`config.mk`:
```
export PLATFORM = sky130hd
export DESIGN_NAME = isel_access_gate
export DESIGN_NICKNAME = d
export VERILOG_FILES = /design/src/rtl/isel_pkg.sv /design/src/rtl/isel_regs.sv /design/src/rtl/isel_verdict.sv /design/src/rtl/isel_access_gate.sv
export SDC_FILE = /design/constraint.sdc
export NUM_CORES = 1
export LEC_CHECK = 0
export CAP_MARGIN = 30
export CELL_PAD_IN_SITES_DETAIL_PLACEMENT = 0
export CELL_PAD_IN_SITES_GLOBAL_PLACEMENT = 1
export CORE_ASPECT_RATIO = 0.6
export CORE_UTILIZATION = 30
export CTS_BUF_LIST = sky130_fd_sc_hd__clkbuf_8
export DETAILED_ROUTE_END_ITERATION = 8
export PLACE_DENSITY = 0.91
export SLEW_MARGIN = 20
export SYNTH_ARGS = -nofsm -noshare
export SYNTH_HDL_FRONTEND = slang
export SYNTH_SLANG_ARGS = --single-unit
export TNS_END_PERCENT = 20
```
`constraint.sdc`:
```
create_clock -name clk -period 5.08 [get_ports clk]
set_input_delay 1.016 -clock clk [delete_from_list [all_inputs] [get_ports clk]]
set_output_delay 1.016 -clock clk [all_outputs]
set_load 0.1 [all_outputs]
```
`src/rtl/isel_pkg.sv`:
```
package isel_pkg;

   typedef enum logic [1:0] {
      VERD_OK   = 2'd0,
      VERD_ILL  = 2'd1,
      VERD_VIRT = 2'd2
   } verdict_e;

   localparam logic [1:0] PRIV_U = 2'd0;
   localparam logic [1:0] PRIV_S = 2'd1;
   localparam logic [1:0] PRIV_M = 2'd3;

   localparam logic [11:0] A_MSEL   = 12'h350;
   localparam logic [11:0] A_MWIN   = 12'h351;
   localparam logic [11:0] A_SSEL   = 12'h150;
   localparam logic [11:0] A_SWIN   = 12'h151;
   localparam logic [11:0] A_SEXTOP = 12'h15C;
   localparam logic [11:0] A_VSSEL  = 12'h250;
   localparam logic [11:0] A_VSWIN  = 12'h251;
   localparam logic [11:0] A_MVEN   = 12'h308;
   localparam logic [11:0] A_HVCTL  = 12'h609;
   localparam logic [11:0] A_SIP    = 12'h144;
   localparam logic [11:0] A_SIE    = 12'h104;
   localparam logic [11:0] A_MTOP   = 12'hFB0;
   localparam logic [11:0] A_STOP   = 12'hDB0;
   localparam logic [11:0] A_VSTOP  = 12'hEB0;

   localparam int SEIE_BIT = 9;
   localparam int VTI_BIT  = 30;

   // host-side window rule shared by machine and supervisor windows
   function automatic logic host_win_bad(input logic [11:0] s);
      return (s <= 12'h02F) || (s >= 12'h040 && s <= 12'h06F) ||
             (s > 12'h0FF) || s[0];
   endfunction

   // host-side access to the guest window
   function automatic logic guest_host_bad(input logic [11:0] s);
      return (s <= 12'h06F) || (s > 12'h0FF) || s[0];
   endfunction

   // guest-side selects that trap to the hypervisor
   function automatic logic guest_trap_win(input logic [11:0] s);
      return (s >= 12'h030 && s <= 12'h03F) ||
             (s >= 12'h081 && s <= 12'h0FF && s[0]);
   endfunction

endpackage

```
`src/rtl/isel_regs.sv`:
```
module isel_regs
   import isel_pkg::*;
#(
   parameter int SEL_W = 12
) (
   input  logic             clk,
   input  logic             rst_n,
   input  logic             wr_en,
   input  logic [11:0]      wr_addr,
   input  logic [SEL_W-1:0] wr_sel,
   input  logic             wr_seie,
   input  logic             wr_vti,
   output logic [SEL_W-1:0] m_sel,
   output logic [SEL_W-1:0] s_sel,
   output logic [SEL_W-1:0] vs_sel,
   output logic             seie,
   output logic             vti
);
   localparam int NSEL = 3;
   localparam logic [11:0] SEL_ADDR [NSEL] = '{A_MSEL, A_SSEL, A_VSSEL};

   logic [SEL_W-1:0] sel_q [NSEL];

   for (genvar i = 0; i < NSEL; i++) begin : g_sel
      always_ff @(posedge clk or negedge rst_n) begin
         if (!rst_n)
            sel_q[i] <= '0;
         else if (wr_en && wr_addr == SEL_ADDR[i])
            sel_q[i] <= wr_sel;
      end
   end

   always_ff @(posedge clk or negedge rst_n) begin
      if (!rst_n) begin
         seie <= 1'b0;
         vti  <= 1'b0;
      end else if (wr_en) begin
         if (wr_addr == A_MVEN)  seie <= wr_seie;
         if (wr_addr == A_HVCTL) vti  <= wr_vti;
      end
   end

   assign m_sel  = sel_q[0];
   assign s_sel  = sel_q[1];
   assign vs_sel = sel_q[2];

   assert_sel_commit_R2: assert property (@(posedge clk) disable iff (!rst_n)
      wr_en && wr_addr == A_SSEL |=> s_sel == $past(wr_sel));

   assert_ctl_hold_R2: assert property (@(posedge clk) disable iff (!rst_n)
      !wr_en |=> $stable(seie) && $stable(vti) && $stable(m_sel));
endmodule

```
`src/rtl/isel_verdict.sv`:
```
module isel_verdict
   import isel_pkg::*;
#(
   parameter int SEL_W = 12
) (
   input  logic             clk,
   input  logic             rst_n,
   input  logic             vld,
   input  logic [11:0]      addr,
   input  logic [1:0]       priv,
   input  logic             virt,
   input  logic [SEL_W-1:0] m_sel,
   input  logic [SEL_W-1:0] s_sel,
   input  logic [SEL_W-1:0] vs_sel,
   input  logic             seie,
   input  logic             vti,
   output verdict_e         verdict
);
   logic [11:0] m12, s12, vs12;
   logic is_m, s_host, s_guest, u_guest, guest;

   assign m12  = 12'(m_sel);
   assign s12  = 12'(s_sel);
   assign vs12 = 12'(vs_sel);

   assign is_m    = (priv == PRIV_M);
   assign guest   = virt && !is_m;
   assign s_host  = !virt && priv == PRIV_S;
   assign s_guest = guest && priv == PRIV_S;
   assign u_guest = guest && priv == PRIV_U;

   // fixed order: ext-top, machine window, supervisor window, guest window, sip/sie
   always_comb begin
      verdict = VERD_OK;
      if (vld) begin
         if (addr == A_SEXTOP) begin
            if (s_host && seie) verdict = VERD_ILL;
         end else if (addr == A_MWIN) begin
            if (is_m && host_win_bad(m12)) verdict = VERD_ILL;
         end else if (addr == A_SWIN) begin
            if (s_host && seie && s12 >= 12'h070 && s12 <= 12'h0FF)
               verdict = VERD_ILL;
            else if ((is_m || s_host) && host_win_bad(s12))
               verdict = VERD_ILL;
            else if (s_guest) begin
               if (vs12 > 12'h1FF)            verdict = VERD_ILL;
               else if (guest_trap_win(vs12)) verdict = VERD_VIRT;
            end else if (u_guest)
               verdict = VERD_VIRT;
         end else if (addr == A_VSWIN) begin
            if ((is_m || s_host) && guest_host_bad(vs12)) verdict = VERD_ILL;
            else if (guest)                              verdict = VERD_VIRT;
         end else if (addr == A_SIP || addr == A_SIE) begin
            if (s_guest && vti) verdict = VERD_VIRT;
         end
      end
   end

   // a virtual-instruction verdict only ever arises while virtualized below M
   assert_virt_needs_guest_R7: assert property (@(posedge clk) disable iff (!rst_n)
      verdict == VERD_VIRT |-> virt && priv != PRIV_M);

   assert_mwin_odd_R3: assert property (@(posedge clk) disable iff (!rst_n)
      vld && addr == A_MWIN && priv == PRIV_M && m_sel[0] |-> verdict == VERD_ILL);

   assert_guest_vswin_R9: assert property (@(posedge clk) disable iff (!rst_n)
      vld && addr == A_VSWIN && virt && priv != PRIV_M |-> verdict == VERD_VIRT);
endmodule

```
`src/rtl/isel_access_gate.sv`:
```
module isel_access_gate
   import isel_pkg::*;
#(
   parameter int XLEN  = 64,
   parameter int SEL_W = 12
) (
   input  logic            clk,
   input  logic            rst_n,
   input  logic            acc_vld,
   input  logic [11:0]     acc_addr,
   input  logic            acc_wr,
   input  logic [XLEN-1:0] acc_wdata,
   input  logic [1:0]      cur_priv,
   input  logic            cur_virt,
   output logic [1:0]      verdict,
   output logic [XLEN-1:0] rdata
);
   if (SEL_W < 10 || SEL_W > 12) begin : g_bad_selw
      $error("SEL_W must be 10..12 to hold every decoded window");
   end
   if (XLEN < 32) begin : g_bad_xlen
      $error("XLEN must hold the trap bit at position 30");
   end

   logic [SEL_W-1:0] m_sel, s_sel, vs_sel;
   logic             seie, vti, wr_en;
   verdict_e         verd;

   assign wr_en = acc_vld && acc_wr && verd == VERD_OK;

   logic unused_wdata;
   assign unused_wdata = ^acc_wdata;

   isel_regs #(.SEL_W(SEL_W)) u_regs (
      .clk     (clk),
      .rst_n   (rst_n),
      .wr_en   (wr_en),
      .wr_addr (acc_addr),
      .wr_sel  (acc_wdata[SEL_W-1:0]),
      .wr_seie (acc_wdata[SEIE_BIT]),
      .wr_vti  (acc_wdata[VTI_BIT]),
      .m_sel   (m_sel),
      .s_sel   (s_sel),
      .vs_sel  (vs_sel),
      .seie    (seie),
      .vti     (vti)
   );

   isel_verdict #(.SEL_W(SEL_W)) u_verdict (
      .clk     (clk),
      .rst_n   (rst_n),
      .vld     (acc_vld),
      .addr    (acc_addr),
      .priv    (cur_priv),
      .virt    (cur_virt),
      .m_sel   (m_sel),
      .s_sel   (s_sel),
      .vs_sel  (vs_sel),
      .seie    (seie),
      .vti     (vti),
      .verdict (verd)
   );

   assign verdict = verd;

   always_comb begin
      rdata = '0;
      unique case (acc_addr)
         A_MSEL:  rdata = XLEN'(m_sel);
         A_SSEL:  rdata = XLEN'(s_sel);
         A_VSSEL: rdata = XLEN'(vs_sel);
         A_MVEN:  rdata[SEIE_BIT] = seie;
         A_HVCTL: rdata[VTI_BIT]  = vti;
         default: rdata = '0;
      endcase
   end

   assert_top_wr_ignored_R11: assert property (@(posedge clk) disable iff (!rst_n)
      acc_vld && acc_wr && (acc_addr == A_MTOP || acc_addr == A_STOP || acc_addr == A_VSTOP)
      |=> $stable(m_sel) && $stable(s_sel) && $stable(vs_sel) && $stable(seie) && $stable(vti));

   assert_idle_ok_R12: assert property (@(posedge clk) disable iff (!rst_n)
      !acc_vld |-> verdict == 2'd0);

   assert_top_ok_R11: assert property (@(posedge clk) disable iff (!rst_n)
      acc_vld && (acc_addr == A_MTOP || acc_addr == A_STOP || acc_addr == A_VSTOP)
      |-> verdict == 2'd0);
endmodule

```
==> flow_metrics.tcl <==
set metrics [dict create \
    status "finished, final reports clean" \
    synth_top_area_share_pct 38.2 \
    slowest_stage "nor4_4" \
    setup_viol 0 \
    worst_hold_startpoint "u_regs.s_sel[1]$_DFFE_PN0P_" \
    grt_use_met1_pct 19.5 \
    holdPathStages 1 \
    use_met3_pct 3.46 \
    r2r_start "u_regs.vs_sel[10]$_DFFE_PN0P_" \
    drv_cap 0 \
    yosys_most_used_dff "dfrtp_1" \
    yosysSeqAreaShare_pct 38.2 \
    hold_violations 0 \
    routabilityCongestion 0.805 \
    antenna_found_initial 0 \
    max_freq_ghz 0.227 \
    peakVddDrop_mv 0.147 \
    grt_usage_pct 13.9 \
    n_fill_cell 778 \
    ioPinCount 149 \
    diodes 0 \
    nets 360 \
    syn_area_per_cell_um2 10.9 \
    wl_per_cell_um 15.0 \
    vias 1811 \
    fin_crit_ns 4.40 \
    critPathTopFamily "simple AND/OR/NAND/NOR gates" \
    die_width_um 120 \
    p_sw_mw 0.297 \
    wl_mm 5.79 \
    rsz0062_at_grt "no" \
    row_count 25 \
    globalRoute.busiestLayer "met2" \
    cts_buffers 5 \
    grtUsageMet2_pct 21.9 \
    ys_warn_count 0 \
    multi_input_area_um2 1260 \
    ff_latch_area_um2 951 \
    viasPerCell 4.69 \
    start_util_pct 31.3 \
    instances_no_fill 386 \
    clk_latency_ns 0.28 \
    dp.cells 378 \
    clk_pin_slew_ns 0.07 \
    reg2regPathDepth 1 \
    reg2reg_slack_ns 4.23 \
    synth_seq_cells 38 \
    synth_top_cell_by_area "dfrtp_1" \
    fin_total_pwr_mw 0.738 \
    leakagePower_nw 1.47 \
    path_cells "clkdlybuf4s50_1 > or4b_4 > nor4_4 > a222oi_1 > inv_1 > buf_12" \
    syn_inst 229 \
    cts_resized 0 \
    antenna_left 0 \
    synthArstFlopShare_pct 100 \
    die_y_um 72.5 \
    clock_sinks 38 \
    cp_num_buf_inv 3 \
    first_pass_iters 4 \
    place_hpwl_mm 4.50 \
    fin_area_um2 3080 \
    p_clk_share_pct 29.3 \
    combinationalPowerShare_pct 29.6 \
    cts_max_path_buffers 2 \
    power.internal_mw 0.441 \
    ctsHoldBuffers 0 \
    overflow 0 \
    final_layout_size_suffix_gt1_share_pct 21.9 \
    worstHoldEndpoint "u_regs.s_sel[1]$_DFFE_PN0P_" \
    dpl_cell_area_um2 2980 \
    finalMaxSlewViolations 0 \
    power.density_nw_per_um2 240 \
    syn_area_um2 2490 \
    drtIter0Drc 169 \
    cts-root-buf "clkbuf_8" \
    required_ns 4.06 \
    finClkSkew_ns 0 \
    htreeDepth 2 \
    synth.area.top_cells "dfrtp_1 38%, buf_4 16%, mux2_2 11%" \
    max_stage_delay_ns 0.65 \
    cp-start-kind "primary input" \
    area_growth_pct 23.9 \
    period_share_pct 86.7 \
    die-area_um2 8670 \
    power_frac_seq_pct 41.1 \
    synth_edf_count 0 \
    grt_max_degree 39 \
    p_sw_share_pct 40.2 \
    cp_max_fo 12 \
    path_class "in2out" \
    crit_arrival_ns 3.39 \
    fin_tns_setup_ns 0 \
    drc_errors 0 \
    grt_pass1_wl_mm 9.25 \
    cts_setup_buffers 0 \
    yosysUniqueCellTypes 45 \
    cts_tree "done" \
    grt_pass1_vias 1796 \
    endpoint_kind "primary output" \
    rr_endpoint "u_regs.vs_sel[10]$_DFFE_PN0P_" \
    slew_headroom_pct 47.1 \
    coreArea_um2 7950 \
    portBuffers 46 \
    tightest_slew_ns 0.791 \
    hold_ws_ns 0.512 \
    hp-class "reg2reg" \
]
-- worst max path at each step --
stage / startpoint / end / slack (ns) / cells after the start
floorplan: acc_addr[9] / verdict[1] / 0.28 / 4
global placement: acc_addr[9] / rdata[0] / 0.69 / 6
detailed placement: acc_addr[9] / rdata[0] / 0.70 / 6
CTS: acc_addr[9] / rdata[0] / 0.69 / 6
global route: acc_addr[9] / rdata[0] / 0.58 / 6
finish: acc_addr[9] / rdata[0] / 0.68 / 6
-- routing by layer --
metal | vias up | part of all wire (%) | routed length (µm)
met1 | 893 | 47 | 2690
met3 | 2 | 6.4 | 368
li1 | 845 | - | -
met5 | - | 0 | 0
met2 | 71 | 47 | 2710
met4 | 0 | 0.33 | 19
-- cells in the mapped netlist (all sizes together), types with 2 or more instances --
master / n
nor3: 5
nand2b: 3
nand2: 4
or2: 2
buf: 55
mux2: 38
o32a: 2
nand4bb: 2
nor4: 3
inv: 13
nor2b: 2
a21oi: 4
or4bb: 2
nand4: 4
nand3: 6
and4bb: 2
or4: 3
nor4b: 3
a31oi: 3
clkbuf: 2
a222oi: 11
nor2: 7
dfrtp: 38
-- cell families after synthesis --
group / share of synthesized area (%)
buffers and inverters: 18.6
and+or+nand+nor: 16.1
muxes: 17.2
DFF: 38.2
AOI/OAI and AO/OA: 9.76
other: 0.151
-- through the flow --
| step | setup slack (ns) | util (%) |
|---|---|---|
| final | 0.677 | 38.8 |
| after global routing | 0.580 | 38.8 |
| after CTS | 0.694 | 38.8 |
| after detailed placement | 0.696 | 37.6 |
| after global placement | 0.685 | 37.6 |
| after floorplan | 0.285 | - |
-- registers in the layout, indices dropped and copies added (netlist names) --
register,count
u_regs.vs_sel,12
u_regs.s_sel,12
u_regs.m_sel,12
u_regs.seie,1
u_regs.vti,1
-- layout make-up --
class | count | share of cell area (%)
Tap cell | 108 | 4.39
Clock buffer | 6 | 2.68
Multi-Input combinational cell | 171 | 41.0
Sequential cell | 38 | 30.9
Inverter | 13 | 1.58
Clock inverter | 2 | 0.406
Timing Repair Buffer | 48 | 19.1
-- power groups by stage --
stage	Sequential (mW)	Combinational, mW	Clock [mW]
3_3_place_gp	0.309	0.216	0
5_1_grt	0.304	0.226	0.240
4_1_cts	0.303	0.218	0.225
2_1_floorplan	0.309	0.207	0
3_5_place_dp	0.310	0.218	0
6_report	0.304	0.218	0.216
-- layout by cell type (no fill, tap or decap), drive strengths merged, types with 3 or more instances in the layout --
cell	synthesis	layout
nor2	7	7
nand4	4	4
clkdlybuf4s50	0	31
mux2	38	38
nand2b	3	3
nor4	3	3
nand2	4	4
nor4b	3	3
nand3	6	6
buf	55	17
inv	13	13
nor3	5	5
a222oi	11	11
dfrtp	38	38
a31oi	3	3
clkbuf	2	6
conb	1	51
a21oi	4	4
or4	3	3
(Power assumes the default switching activity.)
